===== src/rtl/pred_logic_pkg.sv =====
// Shared types for the predicate logical operation unit.
// Assumes a 4-bit register index (16 predicate registers).
package pred_logic_pkg;

    localparam int unsigned PL_IDX_W   = 4;
    localparam int unsigned PL_NUM_REG = 1 << PL_IDX_W;

    typedef enum logic [2:0] {
        FN_AND  = 3'b000,
        FN_BIC  = 3'b001,
        FN_EOR  = 3'b010,
        FN_SEL  = 3'b011,
        FN_ORR  = 3'b100,
        FN_ORN  = 3'b101,
        FN_NOR  = 3'b110,
        FN_NAND = 3'b111
    } pl_func_e;

    typedef struct packed {
        logic n;
        logic z;
        logic c;
        logic v;
    } pl_flags_t;

    typedef struct packed {
        logic                legal;
        logic                set_flags;
        pl_func_e            func;
        logic [PL_IDX_W-1:0] dst;
        logic [PL_IDX_W-1:0] src_n;
        logic [PL_IDX_W-1:0] src_m;
        logic [PL_IDX_W-1:0] gov;
    } pl_dec_t;

endpackage


===== src/rtl/pred_insn_decode.sv =====
// Instruction decoder: splits a 32-bit word into register fields,
// function code and flag-set bit, and judges whether it is allocated.
// Assumes: purely combinational, no state.
module pred_insn_decode
    import pred_logic_pkg::*;
(
    input  logic [31:0] insn,
    output pl_dec_t     dec
);

    localparam logic [7:0] TOP_PATTERN = 8'h25;
    localparam logic [1:0] MID_PATTERN = 2'b00;
    localparam logic [1:0] LOW_PATTERN = 2'b01;

    logic fixed_ok;
    logic sel_with_flags;

    // Check the constant fields and the one unallocated combination.
    always_comb begin
        fixed_ok       = (insn[31:24] == TOP_PATTERN) &&
                         (insn[21:20] == MID_PATTERN) &&
                         (insn[15:14] == LOW_PATTERN);
        sel_with_flags = insn[22] && ({insn[23], insn[9], insn[4]} == FN_SEL);
    end

    // Extract the fields.
    always_comb begin
        dec.legal     = fixed_ok && !sel_with_flags;
        dec.set_flags = insn[22];
        dec.func      = pl_func_e'({insn[23], insn[9], insn[4]});
        dec.dst       = insn[3:0];
        dec.src_n     = insn[8:5];
        dec.src_m     = insn[19:16];
        dec.gov       = insn[13:10];
    end

endmodule


===== src/rtl/pred_regfile.sv =====
// Predicate register file: 16 registers, three combinational read ports
// with forwarding from the pending write-back, one write-back port and
// one debug write port (debug wins on a same-edge collision).
// Assumes: bits at and above PRED_LEN are cleared on every write.
module pred_regfile
    import pred_logic_pkg::*;
#(
    parameter int unsigned PRED_BITS = 32,
    parameter int unsigned PRED_LEN  = 32
) (
    input  logic                 clk,
    input  logic                 rst_n,
    input  logic [PL_IDX_W-1:0]  rd_idx_n,
    input  logic [PL_IDX_W-1:0]  rd_idx_m,
    input  logic [PL_IDX_W-1:0]  rd_idx_g,
    output logic [PRED_BITS-1:0] rd_data_n,
    output logic [PRED_BITS-1:0] rd_data_m,
    output logic [PRED_BITS-1:0] rd_data_g,
    input  logic                 wb_en,
    input  logic [PL_IDX_W-1:0]  wb_idx,
    input  logic [PRED_BITS-1:0] wb_data,
    input  logic                 dbg_we,
    input  logic [PL_IDX_W-1:0]  dbg_idx,
    input  logic [PRED_BITS-1:0] dbg_data
);

    localparam logic [PRED_BITS-1:0] LEN_MASK = {PRED_BITS{1'b1}} >> (PRED_BITS - PRED_LEN);

    logic [PRED_BITS-1:0] regs [PL_NUM_REG];

    for (genvar k = 0; k < PL_NUM_REG; k++) begin : g_reg
        // Hold one register; debug write takes priority over write-back.
        always_ff @(posedge clk) begin
            if (!rst_n) begin
                regs[k] <= '0;
            end else if (dbg_we && (dbg_idx == PL_IDX_W'(k))) begin
                regs[k] <= dbg_data & LEN_MASK;
            end else if (wb_en && (wb_idx == PL_IDX_W'(k))) begin
                regs[k] <= wb_data & LEN_MASK;
            end
        end
    end

    function automatic logic [PRED_BITS-1:0] fwd_read(input logic [PL_IDX_W-1:0] idx);
        if (wb_en && (wb_idx == idx)) begin
            return wb_data & LEN_MASK;
        end
        return regs[idx];
    endfunction

    // Read the three operands, forwarding the pending write-back.
    always_comb begin
        rd_data_n = fwd_read(rd_idx_n);
        rd_data_m = fwd_read(rd_idx_m);
        rd_data_g = fwd_read(rd_idx_g);
    end

endmodule


===== src/rtl/pred_logic_alu.sv =====
// Logic and flag stage: computes the selected governed bitwise function
// and the condition flags over the live PRED_LEN bits.
// Assumes: operands already have their dead bits cleared.
module pred_logic_alu
    import pred_logic_pkg::*;
#(
    parameter int unsigned PRED_BITS = 32,
    parameter int unsigned PRED_LEN  = 32
) (
    input  pl_func_e             func,
    input  logic [PRED_BITS-1:0] op_n,
    input  logic [PRED_BITS-1:0] op_m,
    input  logic [PRED_BITS-1:0] op_g,
    output logic [PRED_BITS-1:0] result,
    output pl_flags_t            flags
);

    localparam logic [PRED_BITS-1:0] LEN_MASK = {PRED_BITS{1'b1}} >> (PRED_BITS - PRED_LEN);

    logic [PRED_BITS-1:0] raw;

    // Pick the bitwise function; the select variant bypasses the mask.
    always_comb begin
        unique case (func)
            FN_AND:  raw = (op_n & op_m) & op_g;
            FN_BIC:  raw = (op_n & ~op_m) & op_g;
            FN_EOR:  raw = (op_n ^ op_m) & op_g;
            FN_SEL:  raw = (op_n & op_g) | (op_m & ~op_g);
            FN_ORR:  raw = (op_n | op_m) & op_g;
            FN_ORN:  raw = (op_n | ~op_m) & op_g;
            FN_NOR:  raw = ~(op_n | op_m) & op_g;
            FN_NAND: raw = ~(op_n & op_m) & op_g;
            default: raw = '0;
        endcase
        result = raw & LEN_MASK;
    end

    logic first_seen;
    logic first_bit;
    logic last_bit;

    // Scan the active lanes for the first and last result bits.
    always_comb begin
        first_seen = 1'b0;
        first_bit  = 1'b0;
        last_bit   = 1'b0;
        for (int i = 0; i < int'(PRED_LEN); i++) begin
            if (op_g[i]) begin
                if (!first_seen) begin
                    first_bit = result[i];
                end
                first_seen = 1'b1;
                last_bit   = result[i];
            end
        end
    end

    // Assemble the flag word.
    always_comb begin
        flags.n = first_bit;
        flags.z = ~|(result & op_g & LEN_MASK);
        flags.c = ~last_bit;
        flags.v = 1'b0;
    end

endmodule


===== src/rtl/pred_logic_unit.sv =====
// Top of the predicate logical operation unit. Accepts one instruction
// per cycle, reads operands in the accept cycle, registers the result,
// flags and strobes on the next edge, and writes the register file one
// edge later (reads in between are forwarded).
// Assumes: PRED_LEN <= PRED_BITS; synchronous active-low reset.
module pred_logic_unit
    import pred_logic_pkg::*;
#(
    parameter int unsigned PRED_BITS = 32,
    parameter int unsigned PRED_LEN  = 32
) (
    input  logic                 clk,
    input  logic                 rst_n,
    input  logic                 in_valid,
    output logic                 in_ready,
    input  logic [31:0]          in_insn,
    input  logic                 dbg_we,
    input  logic [3:0]           dbg_idx,
    input  logic [PRED_BITS-1:0] dbg_data,
    output logic                 res_valid,
    output logic [3:0]           res_dst,
    output logic [PRED_BITS-1:0] res_data,
    output logic                 flags_valid,
    output logic                 flag_n,
    output logic                 flag_z,
    output logic                 flag_c,
    output logic                 flag_v,
    output logic                 illegal
);

    pl_dec_t              dec;
    logic [PRED_BITS-1:0] val_n, val_m, val_g;
    logic [PRED_BITS-1:0] alu_res;
    pl_flags_t            alu_flags;
    logic                 accept;

    logic                 ready_q;
    logic                 res_valid_q;
    logic [PL_IDX_W-1:0]  res_dst_q;
    logic [PRED_BITS-1:0] res_data_q;
    logic                 flags_valid_q;
    pl_flags_t            flags_q;
    logic                 illegal_q;

    pred_insn_decode u_dec (
        .insn (in_insn),
        .dec  (dec)
    );

    pred_regfile #(
        .PRED_BITS (PRED_BITS),
        .PRED_LEN  (PRED_LEN)
    ) u_rf (
        .clk       (clk),
        .rst_n     (rst_n),
        .rd_idx_n  (dec.src_n),
        .rd_idx_m  (dec.src_m),
        .rd_idx_g  (dec.gov),
        .rd_data_n (val_n),
        .rd_data_m (val_m),
        .rd_data_g (val_g),
        .wb_en     (res_valid_q),
        .wb_idx    (res_dst_q),
        .wb_data   (res_data_q),
        .dbg_we    (dbg_we),
        .dbg_idx   (dbg_idx),
        .dbg_data  (dbg_data)
    );

    pred_logic_alu #(
        .PRED_BITS (PRED_BITS),
        .PRED_LEN  (PRED_LEN)
    ) u_alu (
        .func   (dec.func),
        .op_n   (val_n),
        .op_m   (val_m),
        .op_g   (val_g),
        .result (alu_res),
        .flags  (alu_flags)
    );

    // Handshake: a request is taken whenever the unit is out of reset.
    assign accept = in_valid && ready_q;

    // Ready register: low in reset, high afterwards.
    always_ff @(posedge clk) begin
        if (!rst_n) begin
            ready_q <= 1'b0;
        end else begin
            ready_q <= 1'b1;
        end
    end

    // Result stage: capture the result and strobes of the accepted word.
    always_ff @(posedge clk) begin
        if (!rst_n) begin
            res_valid_q <= 1'b0;
            res_dst_q   <= '0;
            res_data_q  <= '0;
            illegal_q   <= 1'b0;
        end else begin
            res_valid_q <= accept && dec.legal;
            illegal_q   <= accept && !dec.legal;
            if (accept && dec.legal) begin
                res_dst_q  <= dec.dst;
                res_data_q <= alu_res;
            end
        end
    end

    // Flag stage: update only for legal flag-setting words.
    always_ff @(posedge clk) begin
        if (!rst_n) begin
            flags_q       <= '0;
            flags_valid_q <= 1'b0;
        end else begin
            flags_valid_q <= accept && dec.legal && dec.set_flags;
            if (accept && dec.legal && dec.set_flags) begin
                flags_q <= alu_flags;
            end
        end
    end

    // Drive the outputs from the registered stage.
    always_comb begin
        in_ready    = ready_q;
        res_valid   = res_valid_q;
        res_dst     = res_dst_q;
        res_data    = res_data_q;
        flags_valid = flags_valid_q;
        flag_n      = flags_q.n;
        flag_z      = flags_q.z;
        flag_c      = flags_q.c;
        flag_v      = flags_q.v;
        illegal     = illegal_q;
    end

endmodule


===== config.mk =====
export PLATFORM = sky130hd
export DESIGN_NAME = pred_logic_unit
export DESIGN_NICKNAME = d
export VERILOG_FILES = /design/src/rtl/pred_logic_pkg.sv /design/src/rtl/pred_insn_decode.sv /design/src/rtl/pred_regfile.sv /design/src/rtl/pred_logic_alu.sv /design/src/rtl/pred_logic_unit.sv
export SDC_FILE = /design/constraint.sdc
export NUM_CORES = 1
export LEC_CHECK = 0
export ABC_CLOCK_PERIOD_IN_PS = 7750
export BUFFER_PORTS_ARGS = -buffer_cell sky130_fd_sc_hd__buf_2
export CORE_ASPECT_RATIO = 2
export CORE_MARGIN = 3
export CORE_UTILIZATION = 45
export CTS_CLUSTER_SIZE = 20
export DETAILED_ROUTE_END_ITERATION = 8
export SLEW_MARGIN = 5
export SYNTH_ARGS = -nofsm -noshare
export SYNTH_HDL_FRONTEND = slang
export SYNTH_HIERARCHICAL = 1
export SYNTH_SLANG_ARGS = --single-unit

===== constraint.sdc =====
create_clock -name clk -period 7.75 [get_ports clk]
set_input_delay 2.325 -clock clk [delete_from_list [all_inputs] [get_ports clk]]
set_output_delay 2.325 -clock clk [all_outputs]
set_load 0.01 [all_outputs]

==> flow_metrics.tcl, run 1 <==
set metrics [dict create \
    worstPathArrival_ns 7.42 \
    syn_inst 3319 \
    timing.fmax_mhz 146 \
    max_stage_delay_ns 0.86 \
    antenna_left 0 \
    outcome "complete, no violations" \
    timing_max_transition_violations_final 0 \
    ys_warn_count 6 \
    synth_most_common_cell "edfxtp_1" \
    syn_avg_cell_area_um2 12.5 \
    postCtsSetupRepairBufs 0 \
    clock-sinks 556 \
    synthTopCellsByCount "edfxtp_1, a22o_1, mux4_2, nand2_1, clkbuf_1" \
    clockBufferDepth 3 \
    synth_area_leaders "edfxtp_1, mux4_2, a22o_1, ha_1, a22oi_1" \
    dp_hpwl_um 119000 \
    cp_top_family "compound AO/OA/AOI/OAI gates" \
    leakagePower_nw 15.7 \
    worstRegToRegCells 15 \
    core_area_um2 91500 \
    hp-class "reg -> reg" \
    yosysTopAreaCell "edfxtp_1" \
    ys_ff_latch 556 \
    portBuffers 115 \
    vias 34700 \
    synth-main-ff-cell "edfxtp_1" \
    rows 157 \
    cp_num_buf_inv 2 \
    timing.final.crit_share_pct 88.6 \
    slew_headroom_pct 13.9 \
    drive_above_1_share_pct 29.3 \
    cts.reportedPaths.clkPinSlew_ns 0.07 \
    cts_tree "built" \
    grt_pass1_vias 34770 \
    crit_path_start_kind "input port" \
    start_util_pct 45.4 \
    drc_errors 0 \
    drtIter0Drc 5474 \
    vdd_drop_max_v 0.000178 \
    cts_inserted_buffers 52 \
    path_cells "clkbuf_8 -> buf_4 -> mux4_2 -> a22oi_1 -> nand2_1 -> mux2_2 -> ha_1 -> a2bb2oi_1 -> o21ai_0 -> o21ai_0 -> o211ai_1 -> nand4b_1 -> a21oi_1 -> o211ai_1 -> o211a_1 -> nand2_1 -> mux2i_1" \
    post_synth_instance_area_um2 41500 \
    synth-edff-count 512 \
    seq_area_frac_synth_pct 39.1 \
    maxCapViolCount 0 \
    setup_viol 0 \
    grt_pass1_wl_um 258000 \
    rsz0062_at_grt "false" \
    dr.pass1.iters 5 \
    ys_types 91 \
    fillerInstances 7949 \
    hold_depth 2 \
    synthArstFlopShare_pct 0 \
    antenna_found_initial 16 \
    die_y_um 436 \
    period_minus_slack_ns 6.87 \
    ioPinCount 116 \
    worst_setup_path_end_kind "flip-flop" \
    crit_slowest_cell "o21ai_0" \
    gp_congestion 1.03 \
    cts.htree.levels 2 \
    synthesis.nets 3519 \
    final_nets 3401 \
    fp.dieW_um 221 \
    hold_slack_ns 0.473 \
    root_buffer "clkbuf_16" \
    multi_input_area_um2 23200 \
    totalWireLength_um 185000 \
    area_growth_pct 8.62 \
    synth_top_area_share_pct 37.0 \
    cts_hold_buf 0 \
    seqCellArea_um2 16300 \
    crit_fanout 28 \
    required_ns 8.30 \
    track_usage_pct 37.3 \
    skew_ns 0.0346 \
    grt_max_degree 69 \
    tightestPinTransition_ns 1.29 \
    cts-resized-gates 0 \
    power.total_w 0.00821 \
    die-area_um2 96200 \
    fin_tns_setup_ns 0 \
    grt_overflow_total 0 \
    vias_per_cell 7.80 \
    clk_latency_ns 0.68 \
    hold_viol 0 \
    cp_num_cells 17 \
    avgRoutedWirePerCell_um 41.7 \
    p_per_area_nw_per_um2 182 \
    crit_type "in -> reg" \
]
## metal layers
| layer | routed length (µm) | share of wire [%] | global-route usage (%) |
|---|---|---|---|
| met4 | 19200 | 10 | 31.3 |
| met3 | 21700 | 12 | 9.30 |
| met2 | 86300 | 47 | 60.1 |
| met1 | 58100 | 31 | 41.5 |
| met5 | 63 | 0.034 | 0 |
## sequential cells by signal (all words and copies together), names as in the netlist
signal and count:
res_valid 1, res_dst 4, flags_valid 1, flag_n 1, flag_z 1, in_ready 1
flag_c 1, u_rf/regs 512, flag_v 1, illegal 1, res_data 32
## stage by stage
step	util [%]	cell area, µm²	setup slack, ns	cells
finish	49.3	45100	0.883	4447
detailed placement	47.4	43400	0.435	4339
global route	49.3	45100	0.763	4440
global placement	47.4	43400	0.458	4339
floorplan	-	41500	1.41	3319
CTS	49.3	45100	1.10	4436
## path summary, 6_finish.rpt
kind,from,endpoint,slack (ns)
setup / recovery,in_insn[5],flag_n,0.88
hold / removal,flag_n,flag_n,0.47
setup reg to reg,res_valid,flag_n,2.31
hold reg to reg,flag_n,flag_n,0.47
## logic make-up (layout without fill, tap and decap cells)
logic type,Yosys count,after routing,synth area share [%]
simple gates,535,535,6.17
fa+ha+maj,128,128,3.86
mux,590,590,26.3
xor+xnor,18,18,0.380
compound gates,942,942,18.3
flops,556,556,39.1
other cells,1,12,0.00903
buf+inv,549,474,5.87
## final cells by class
type | count | area share (%)
diodes | 11 | 0.0610
clock buffers | 54 | 2.90
clock inverters | 43 | 0.907
inverters | 95 | 0.790
multi-input cells | 2214 | 51.5
flip-flops and latches | 556 | 36.0
well taps | 1192 | 3.31
repair buffers | 282 | 4.47
## tightest hold or removal path, delay by kind of cell (launching register included)
family	cells	cell delay [ns]
simple gates	1	0.05
flops	1	0.32
mux	1	0.06
## report_power, final
part / total, W / internal, W / switching [W]
logic: 0.00191 / 0.000762 / 0.00114
clock network: 0.00273 / 0.00142 / 0.00131
registers: 0.00358 / 0.00345 / 0.000133
total: 0.00821 / 0.00563 / 0.00259
## cells in the final DEF, fill, tap and decap left out, types with 94 or more instances in the layout
cell type,n
buf_4,158
a22oi_1,190
mux2_2,102
buf_2,107
inv_1,94
mux2i_1,97
edfxtp_1,512
ha_1,128
nand2_1,236
mux4_2,391
a22o_1,480
(Power assumes the default switching activity.)
==> inputs of run 2 (changes only) <==
--- a/config.mk
+++ b/config.mk
@@ -15,5 +15,4 @@
 export SLEW_MARGIN = 5
 export SYNTH_ARGS = -nofsm -noshare
 export SYNTH_HDL_FRONTEND = slang
-export SYNTH_HIERARCHICAL = 1
 export SYNTH_SLANG_ARGS = --single-unit
==> run 2 against run 1 <==
Against the previous run: the flow now finishes with violations (max-capacitance violations); area after synthesis grew 0.75%; clock skew shrank 0.016 ns; sequential share of layout area shrank 0.61 points; critical endpoint is now flag_z; power grew 1.5%; global-route usage is essentially flat; setup slack lost 0.64 ns; design area grew 1.6%; highest routed layer unchanged; routed wire length grew 0.49%; flip-flop and latch count shrank 1; largest cell class unchanged; utilization grew 0.58 points; die area grew 0.73%; cell count grew 0.20%.
==> flow_metrics.tcl, run 2 <==
set metrics [dict create \
    outcome "finished, violations left" \
    violations "max-capacitance violations" \
    die_y_um 437 \
    ys_warn_count 0 \
    drtIter0Drc 5374 \
    final_nets 3416 \
    root_buffer "clkbuf_16" \
    ys_ff_latch 555 \
    cts-resized-gates 0 \
    gp_congestion 1.01 \
    leakagePower_nw 16.2 \
    synth_top_area_share_pct 36.7 \
    postCtsSetupRepairBufs 0 \
    fillerInstances 7854 \
    antenna_left 0 \
    grt_pass1_wl_um 258000 \
    cts.reportedPaths.clkPinSlew_ns 0.07 \
    portBuffers 114 \
    hold_viol 0 \
    synth-edff-count 512 \
    synthesis.nets 3491 \
    synth_area_leaders "edfxtp_1, mux4_2, a22o_1, ha_1, clkbuf_1" \
    syn_avg_cell_area_um2 12.7 \
    vias 34639 \
    required_ns 8.33 \
    cts.htree.levels 2 \
    largest_reg_flops 512 \
    setup_viol 0 \
    final_cell_mix "edfxtp_1, a22o_1, mux4_2" \
    tightestPinTransition_ns 1.46 \
    slew_headroom_pct 1.94 \
    seq_area_frac_synth_pct 38.8 \
    crit_top_cell "nand2_1" \
    hp-class "reg -> reg" \
    cts_inserted_buffers 52 \
    antenna_found_initial 8 \
    totalWireLength_um 186000 \
    dp_hpwl_um 126000 \
    dr.pass1.iters 8 \
    timing.fmax_mhz 133 \
    skew_ns 0.0182 \
    worstPathArrival_ns 8.09 \
    cp_top_family "compound AO/OA/AOI/OAI gates" \
    post_synth_instance_area_um2 41800 \
    synth_most_common_cell "edfxtp_1" \
    vdd_drop_max_v 0.000164 \
    start_util_pct 45.5 \
    largest_register "u_rf.regs" \
    maxCapViolCount 1 \
    synth-main-ff-cell "edfxtp_1" \
    die-area_um2 96900 \
    clockBufferDepth 3 \
    cts_tree "built" \
    p_per_area_nw_per_um2 182 \
    yosysTopAreaCell "edfxtp_1" \
    layout_commonest_cell "edfxtp_1" \
    max_stage_delay_ns 1.21 \
    path_cells "clkbuf_8 -> buf_12 -> buf_4 -> mux4_2 -> a22oi_1 -> nand2_1 -> nand2_1 -> nand2_1 -> ha_1 -> mux2_2 -> a221oi_1 -> a31oi_1 -> o31ai_1 -> o2111ai_1 -> or4b_1 -> nand4b_1 -> a21boi_1" \
    finalWorstSetupSlack_ns 0.239 \
    grt_max_degree 54 \
    crit_type "in -> reg" \
    ys_types 95 \
    track_usage_pct 37.3 \
    fin_tns_setup_ns 0 \
    worst_setup_path_end_kind "flip-flop" \
    clock-sinks 555 \
    drc_errors 0 \
    dpl_worst_slack_ns 0.0331 \
    synthTopCellsByCount "edfxtp_1, a22o_1, mux4_2, clkbuf_1, nand2_1" \
    crit_slowest_cell "o31ai_1" \
    timing_max_transition_violations_final 0 \
    power.total_w 0.00834 \
    avgRoutedWirePerCell_um 41.8 \
    timing.final.crit_share_pct 96.9 \
    rows 157 \
    period_minus_slack_ns 7.51 \
    cp_num_buf_inv 3 \
    hold_slack_ns 0.472 \
    rsz0062_at_grt "false" \
    multi_input_area_um2 23800 \
    clk_latency_ns 0.64 \
    ioPinCount 116 \
    seqCellArea_um2 16200 \
    core_area_um2 91900 \
    grt_overflow_total 0 \
    synthArstFlopShare_pct 0 \
    area_growth_pct 9.54 \
    fp.dieW_um 222 \
    drive_above_1_share_pct 29.7 \
    grt_pass1_vias 34916 \
    syn_inst 3291 \
    crit_fanout 38 \
    vias_per_cell 7.77 \
    cts_hold_buf 0 \
    crit_path_start_kind "input port" \
]
==> run 2: report_power, final <==
| part | internal [W] | switching [W] | total [W] |
|---|---|---|---|
| clock network | 0.00147 | 0.00129 | 0.00277 |
| logic | 0.000826 | 0.00117 | 0.00199 |
| registers | 0.00344 | 0.000136 | 0.00358 |
| total | 0.00574 | 0.00259 | 0.00834 |
==> run 2: stage by stage <==
stage               util [%]  cells  cell area (µm²)
floorplan                  -   3291            41800
global placement        47.9   4354            44100
detailed placement      47.9   4354            44100
CTS                     49.8   4450            45800
global route            49.9   4451            45800
finish                  49.9   4456            45800
==> run 2: path summary, 6_finish.rpt <==
path | end | slack [ns] | start | depth (start not counted)
setup reg to reg | flag_z | 1.79 | res_dst[2] | 14
setup / recovery | flag_z | 0.24 | in_insn[5] | 17
hold reg to reg | flag_z | 0.47 | flag_z | 2
hold / removal | flag_z | 0.47 | flag_z | 2
==> run 2: routing by layer <==
layer  track usage (%)  vias up  wire, µm
li1                  -    13303         -
met1              40.3    17350     56300
met2              61.1     3026     88100
met3              10.1      950     22300
met4              30.7       10     19500
met5                 0        -        58
==> run 2: worst min-delay path, cell delays in order, from the launching register on <==
cell	delay, ns
dfxtp_1	0.32
nand2_1	0.06
a21boi_1	0.05
==> run 2: cells by family after synthesis <==
family,share of synthesized area (%)
compound gates,17.9
mux,27.5
flops,38.8
simple gates,6.47
buf+inv,5.06
fa+ha+maj,3.83
xor+xnor,0.419
other cells,0.00896
==> run 2: cell type report <==
| cell class | count | area share, % |
|---|---|---|
| antenna | 6 | 0.0328 |
| clock buffer | 60 | 2.95 |
| clock inverter | 36 | 0.890 |
| inverter | 86 | 0.704 |
| multi-input combinational | 2223 | 52.0 |
| sequential | 555 | 35.4 |
| tap | 1192 | 3.25 |
| timing repair buffer | 298 | 4.75 |
